**src/rtl/exc_entry_unit.sv**
```systemverilog
module exc_entry_unit #(
  parameter int PC_W = 32,
  parameter logic [1:0] TARGET_EL = 2'd1
) (
  input  logic            clk,
  input  logic            rst_n,
  input  logic            vbar_wr,
  input  logic [PC_W-1:0] vbar_wdata,
  input  logic [PC_W-1:0] cur_pc,
  input  logic            req_sync,
  input  logic            req_irq,
  input  logic            req_fiq,
  input  logic            req_serr,
  input  logic [1:0]      origin,
  input  logic            eret,
  input  logic            mask_set,
  input  logic            mask_clr,
  input  logic [3:0]      mask_imm,
  output logic            pc_load,
  output logic [PC_W-1:0] pc_target,
  output logic            taken,
  output logic [1:0]      taken_kind,
  output logic [1:0]      taken_origin,
  output logic [5:0]      pstate_o,
  output logic [5:0]      spsr_o,
  output logic [PC_W-1:0] elr_o,
  output logic [PC_W-1:0] vbar_o
);
  localparam int ALIGN = 11;
  localparam int SLOT  = 7;

  logic [3:0] mask;
  assign mask = pstate_o[3:0];

  logic serr_ok, fiq_ok, irq_ok, hit;
  assign serr_ok = req_serr & ~mask[2];
  assign fiq_ok  = req_fiq  & ~mask[0];
  assign irq_ok  = req_irq  & ~mask[1];
  assign hit     = req_sync | serr_ok | fiq_ok | irq_ok;

  logic [1:0] kind_sel;
  always_comb begin
    if (req_sync)     kind_sel = 2'd0;
    else if (serr_ok) kind_sel = 2'd3;
    else if (fiq_ok)  kind_sel = 2'd2;
    else              kind_sel = 2'd1;
  end

  logic [PC_W-1:0] handler;
  assign handler = {vbar_o[PC_W-1:ALIGN], origin, kind_sel, {SLOT{1'b0}}};

  logic [3:0] mask_nxt;
  assign mask_nxt = (mask | (mask_set ? mask_imm : 4'h0)) & ~(mask_clr ? mask_imm : 4'h0);

  always_ff @(posedge clk) begin
    if (!rst_n) begin
      pstate_o     <= 6'h0F;
      spsr_o       <= '0;
      elr_o        <= '0;
      vbar_o       <= '0;
      pc_target    <= '0;
      pc_load      <= 1'b0;
      taken        <= 1'b0;
      taken_kind   <= '0;
      taken_origin <= '0;
    end else begin
      taken   <= hit;
      pc_load <= hit | eret;
      if (vbar_wr) vbar_o <= {vbar_wdata[PC_W-1:ALIGN], {ALIGN{1'b0}}};
      if (hit) begin
        spsr_o       <= pstate_o;
        elr_o        <= cur_pc;
        pstate_o     <= {TARGET_EL, 4'hF};
        pc_target    <= handler;
        taken_kind   <= kind_sel;
        taken_origin <= origin;
      end else if (eret) begin
        pstate_o  <= spsr_o;
        pc_target <= elr_o;
      end else begin
        pstate_o[3:0] <= mask_nxt;
      end
    end
  end
endmodule

```
**config.mk**
```make
export PLATFORM = sky130hd
export DESIGN_NAME = exc_entry_unit
export DESIGN_NICKNAME = d
export VERILOG_FILES = /design/src/rtl/exc_entry_unit.sv
export SDC_FILE = /design/constraint.sdc
export NUM_CORES = 1
export LEC_CHECK = 0
export CAP_MARGIN = 15
export CORE_MARGIN = 2
export CORE_UTILIZATION = 41
export DETAILED_ROUTE_END_ITERATION = 10
export HOLD_SLACK_MARGIN = 0.03
export PLACE_DENSITY = 0.8
export SKIP_LAST_GASP = 1
export SLEW_MARGIN = 20
export SYNTH_ARGS = -nofsm -noshare
export SYNTH_HDL_FRONTEND = slang
export SYNTH_SLANG_ARGS = --single-unit
```
**constraint.sdc**
```tcl
create_clock -name clk -period 1.87 [get_ports clk]
set_input_delay 0.2805 -clock clk [delete_from_list [all_inputs] [get_ports clk]]
set_output_delay 0.2805 -clock clk [all_outputs]
set_load 0.01 [all_outputs]
```
* Word level (Yosys, flattened, before mapping) *
Index checks and enable logic that the tools add are counted.

operators by class
  multiplexer cells = 10
  bitwise gates (word level) = 14
  reduce and logical (&&, ||, !) cells = 2

operator list
  cell                number
  two-way mux 32 bit  2
  two-way mux 4 bit   3
  two-way mux 2 bit   3
  two-way mux 5 bit   1
  AND 4 bit           1
  inverter 1 bit      4
  inverter 4 bit      1
  bitwise OR 1 bit    4
  bitwise OR 4 bit    1
  AND 1 bit           3
  nonzero test 2 bit  1
  OR reduction 2 bit  1
  two-way mux 1 bit   1

word-level totals
  flip-flop bits (word level) = 103
  input bits = 80
  word-level logic and storage cells = 38

* Logic depth before layout (Yosys ltp) *
  word-level depth = 6
  depth in mapped cells = 6

* Worst setup path before layout *
No wires, ideal clock.

  path type = register to register
  start point = register pstate_o[2]
  end point = register pc_target[7]
  setup time = 0.122 ns
  data arrival time = 1.411 ns
  data required time = 1.748 ns
  path slack = 0.337 ns
  stages on the path, launching flop included = 5
  buffers on the path = 1
  path through = dfxtp_1 -> nor2b_2 -> or4_4 -> buf_6 -> o311a_1

on the way
  longest elaborated chain between the ends = 6
  elaborated cells between the ends (all ways) = 9

ends and longest elaborated chain
  what                                                             line  RTL
  start: declaration                                               24    output logic [5:0] pstate_o,
  start signal: assignment                                         73    pstate_o <= {TARGET_EL, 4'hF};
  start signal: assignment                                         78    pstate_o <= spsr_o;
  start signal: assignment                                         81    pstate_o[3:0] <= mask_nxt;
  inverter 1 bit (*)                                               36    assign serr_ok = req_serr & ~mask[2];
  AND 1 bit (*)                                                    36
  bitwise OR 1 bit (3 in a row)                                    39    assign hit = req_sync | serr_ok | fiq_ok | irq_ok;
  two-way mux 32 bit / nonzero test 2 bit (equally long branches)  -
  end signal: assignment                                           74    pc_target <= handler;
  end signal: assignment                                           79    pc_target <= elr_o;
  end: declaration                                                 20    output logic [PC_W-1:0] pc_target,

Mark *: on every way between the ends. The rest lies on a longest branch, timed or not.
A chain may end at the register's enable or synchronous reset.

* Worst setup path in the final report *
  start point = input req_fiq
  end point = register pc_target[24]

on the way
  longest elaborated chain between the ends = 4
  elaborated cells between the ends (all ways) = 5

ends and longest elaborated chain
  what                                                             line  RTL
  start: declaration                                               12    input logic req_fiq,
  AND 1 bit (*)                                                    37    assign fiq_ok = req_fiq & ~mask[0];
  bitwise OR 1 bit (*) (2 in a row)                                39
  two-way mux 32 bit / nonzero test 2 bit (equally long branches)  -

Marks and branches as above.

==> results.yml <==
synth:
  ys_ff_latch: 103
  yosys-top-cells-area: "dfxtp_1 (49%), mux2i_1 (12%), nand2_1 (9.4%), a21boi_1 (6.3%), o211a_1 (5.0%)"
  async_flop_share_pct: 0
  syn_avg_cell_area_um2: 9.68
  ys_types: 29
  postSynthCellCount: 433
  synth_edf_count: 0
  ys.flop_type: "dfxtp_1"
  synth_warnings: 0
  ys_seq_area_share_pct: 49.2
  syn_area_um2: 4190
  synth_top_area_cell: "dfxtp_1"
  yosysTopAreaCellShare_pct: 49.2
final_layout:
  syn2layout_area_growth_pct: 47.3
  num_antenna_cells: 0
  final_common_cell: "clkdlybuf4s50_1"
  final_core_util_pct: 62.6
  nNetsFinal: 675
  drive_above_1_share_pct: 6.01
  final_cell_mix: "clkdlybuf4s50_1 (169), nand2_1 (105), dfxtp_1 (103), mux2i_1 (51), a21boi_1 (35)"
  fill_cells: 831
clocking:
  ctsResizeCount: 0
  path_clk_slew_ps: 100
  htree_levels: 3
  cts_setup_buffers: 0
  numClockSinks: 103
  numCtsBuffers: 9
  ctsHoldBuffers: 0
  cts_buffer_depth: 2
  clk_latency_ps: 350
  clockRootBuffer: "clkbuf_8"
  tritoncts: "built"
routing:
  vias_per_cell: 4.92
  met3_wirelength_um: 886
  vias: 3598
  first_pass_iters: 4
  wl_per_cell_um: 15.3
  met1_length_um: 4650
  ant_nets: 0
  drc: 0
  wirelength_um: 11200
  dr.max_layer_used: "met4"
  drt-initial-drc-count: 97
  wl_met2_um: 5500
global_routing:
  grt_usage_pct: 20.4
  grt_max_degree: 90
  antenna_found_initial: 0
  grt_pass1_vias: 3726
  grt_pass1_wl_um: 18300
  gr-total-overflow: 0
timing:
  final.period_utilization_pct: 86.9
  hold_violations: 0
  layout_setup_ws_ps: 245
  fmax_ghz: 0.616
  clock_skew_ps: 10.1
  final-setup-viol-count: 0
  drv_slew: 0
  whs_ps: 292
  period_needed_ps: 1620
  grt_setup_unrepaired: "no"
floorplanning:
  ioPinCount: 194
  fp-row-count: 36
  die_h_um: 105
  design.core.area_um2: 9860
  die_x_um: 105
  die_area_um2: 11100
  initial_core_util_pct: 42.5
worst_setup_path:
  cp-end-kind: "register"
  critPathArrivalTime_ps: 1880
  critPathKind: "in2reg"
  worst-path-max-fanout: 68
  crit_path_start_kind: "input port"
  crit_required_ps: 2120
pwr:
  ir_worst_vdd_uv: 474
  pwr_density_cell_nw_per_um2: 763
  leakagePower_nw: 2.67
hold_path:
  hp-class: "in2reg"
place:
  hpwl_um: 7850
  place_ws_ps: -94.6
  gp_congestion: 0.748
  port_buffers: 171
status:
  outcome: "finished, final reports clean"
flow_run:
  cap_viol_max_count: 0
final timing paths:
kind	end	cells past startpoint	from	slack, ps
worst min-delay path	taken_kind[1]	3	rst_n	290
worst max-delay path	pc_target[24]	7	req_fiq	250
worst min register to register	elr_o[30]	2	elr_o[30]	470
worst max register to register	pc_target[24]	6	pstate_o[0]	260
flip-flops by register name, summed over array words and instances, names as in the netlist:
register and cells:
vbar_o 21, spsr_o 6, pc_target 32, elr_o 32, taken 1, pstate_o 6
pc_load 1, taken_origin 2, taken_kind 2
layer usage:
metal | GRT usage [%] | up-vias
met5 | 0 | -
met4 | 4.95 | 0
met3 | 7.17 | 15
met2 | 35.5 | 138
met1 | 24.0 | 1684
li1 | - | 1761
kinds of logic (layout without fill, tap and decap cells):
group	count (synthesis)	count (layout)	synth area share, %
AOI/OAI and AO/OA	84	84	16.2
muxes	53	53	12.7
buffers and inverters	45	201	6.36
and+or+nand+nor	147	147	15.5
other	1	11	0.0894
DFF	103	103	49.2
cell usage after synthesis, types with 2 or more instances:
library cell  instances
clkbuf_1             14
dfxtp_1             103
nor2b_1              23
buf_6                 4
buf_2                12
buf_4                14
a211oi_1              5
mux2i_1              51
nand2b_1              2
o211a_1              21
a21boi_0              9
nor2_1               12
mux2_2                2
a211o_1               4
a21oi_1               5
a21boi_1             35
nand2_1             105
stage by stage:
step | area, µm² | power, mW | cells | TNS, ps
5_1_grt | 6180 | 4.97 | 732 | 0
3_5_place_dp | 6000 | 3.50 | 717 | -2950
4_1_cts | 6180 | 4.76 | 732 | 0
2_1_floorplan | 4230 | 2.97 | 443 | 0
6_report | 6180 | 4.71 | 732 | 0
3_3_place_gp | 6000 | 3.47 | 717 | -2040
power by group:
part / switching, mW / internal (mW) / leakage, nW
clock network: 0.742 / 0.520 / 0.0781
registers: 0.103 / 2.34 / 0.850
logic: 0.430 / 0.573 / 1.74
total: 1.28 / 3.43 / 2.67
area by class of cell:
cell class | count | area [µm²] | area share (%)
clock buffer | 11 | 141 | 2.29
tap | 133 | 166 | 2.69
sequential | 103 | 2060 | 33.4
inverter | 1 | 3.75 | 0.0608
timing repair buffer | 185 | 1870 | 30.3
multi-input combinational | 295 | 1900 | 30.8
clock inverter | 4 | 31.3 | 0.506
worst max-delay path: stages:
cell	delay (ps)
clkdlybuf4s50_1	400
nor2b_1	150
buf_4	150
nor4_4	280
buf_12	300
nand2_1	110
o211a_1	140
No activity file was read; power rests on OpenSTA's default activity.
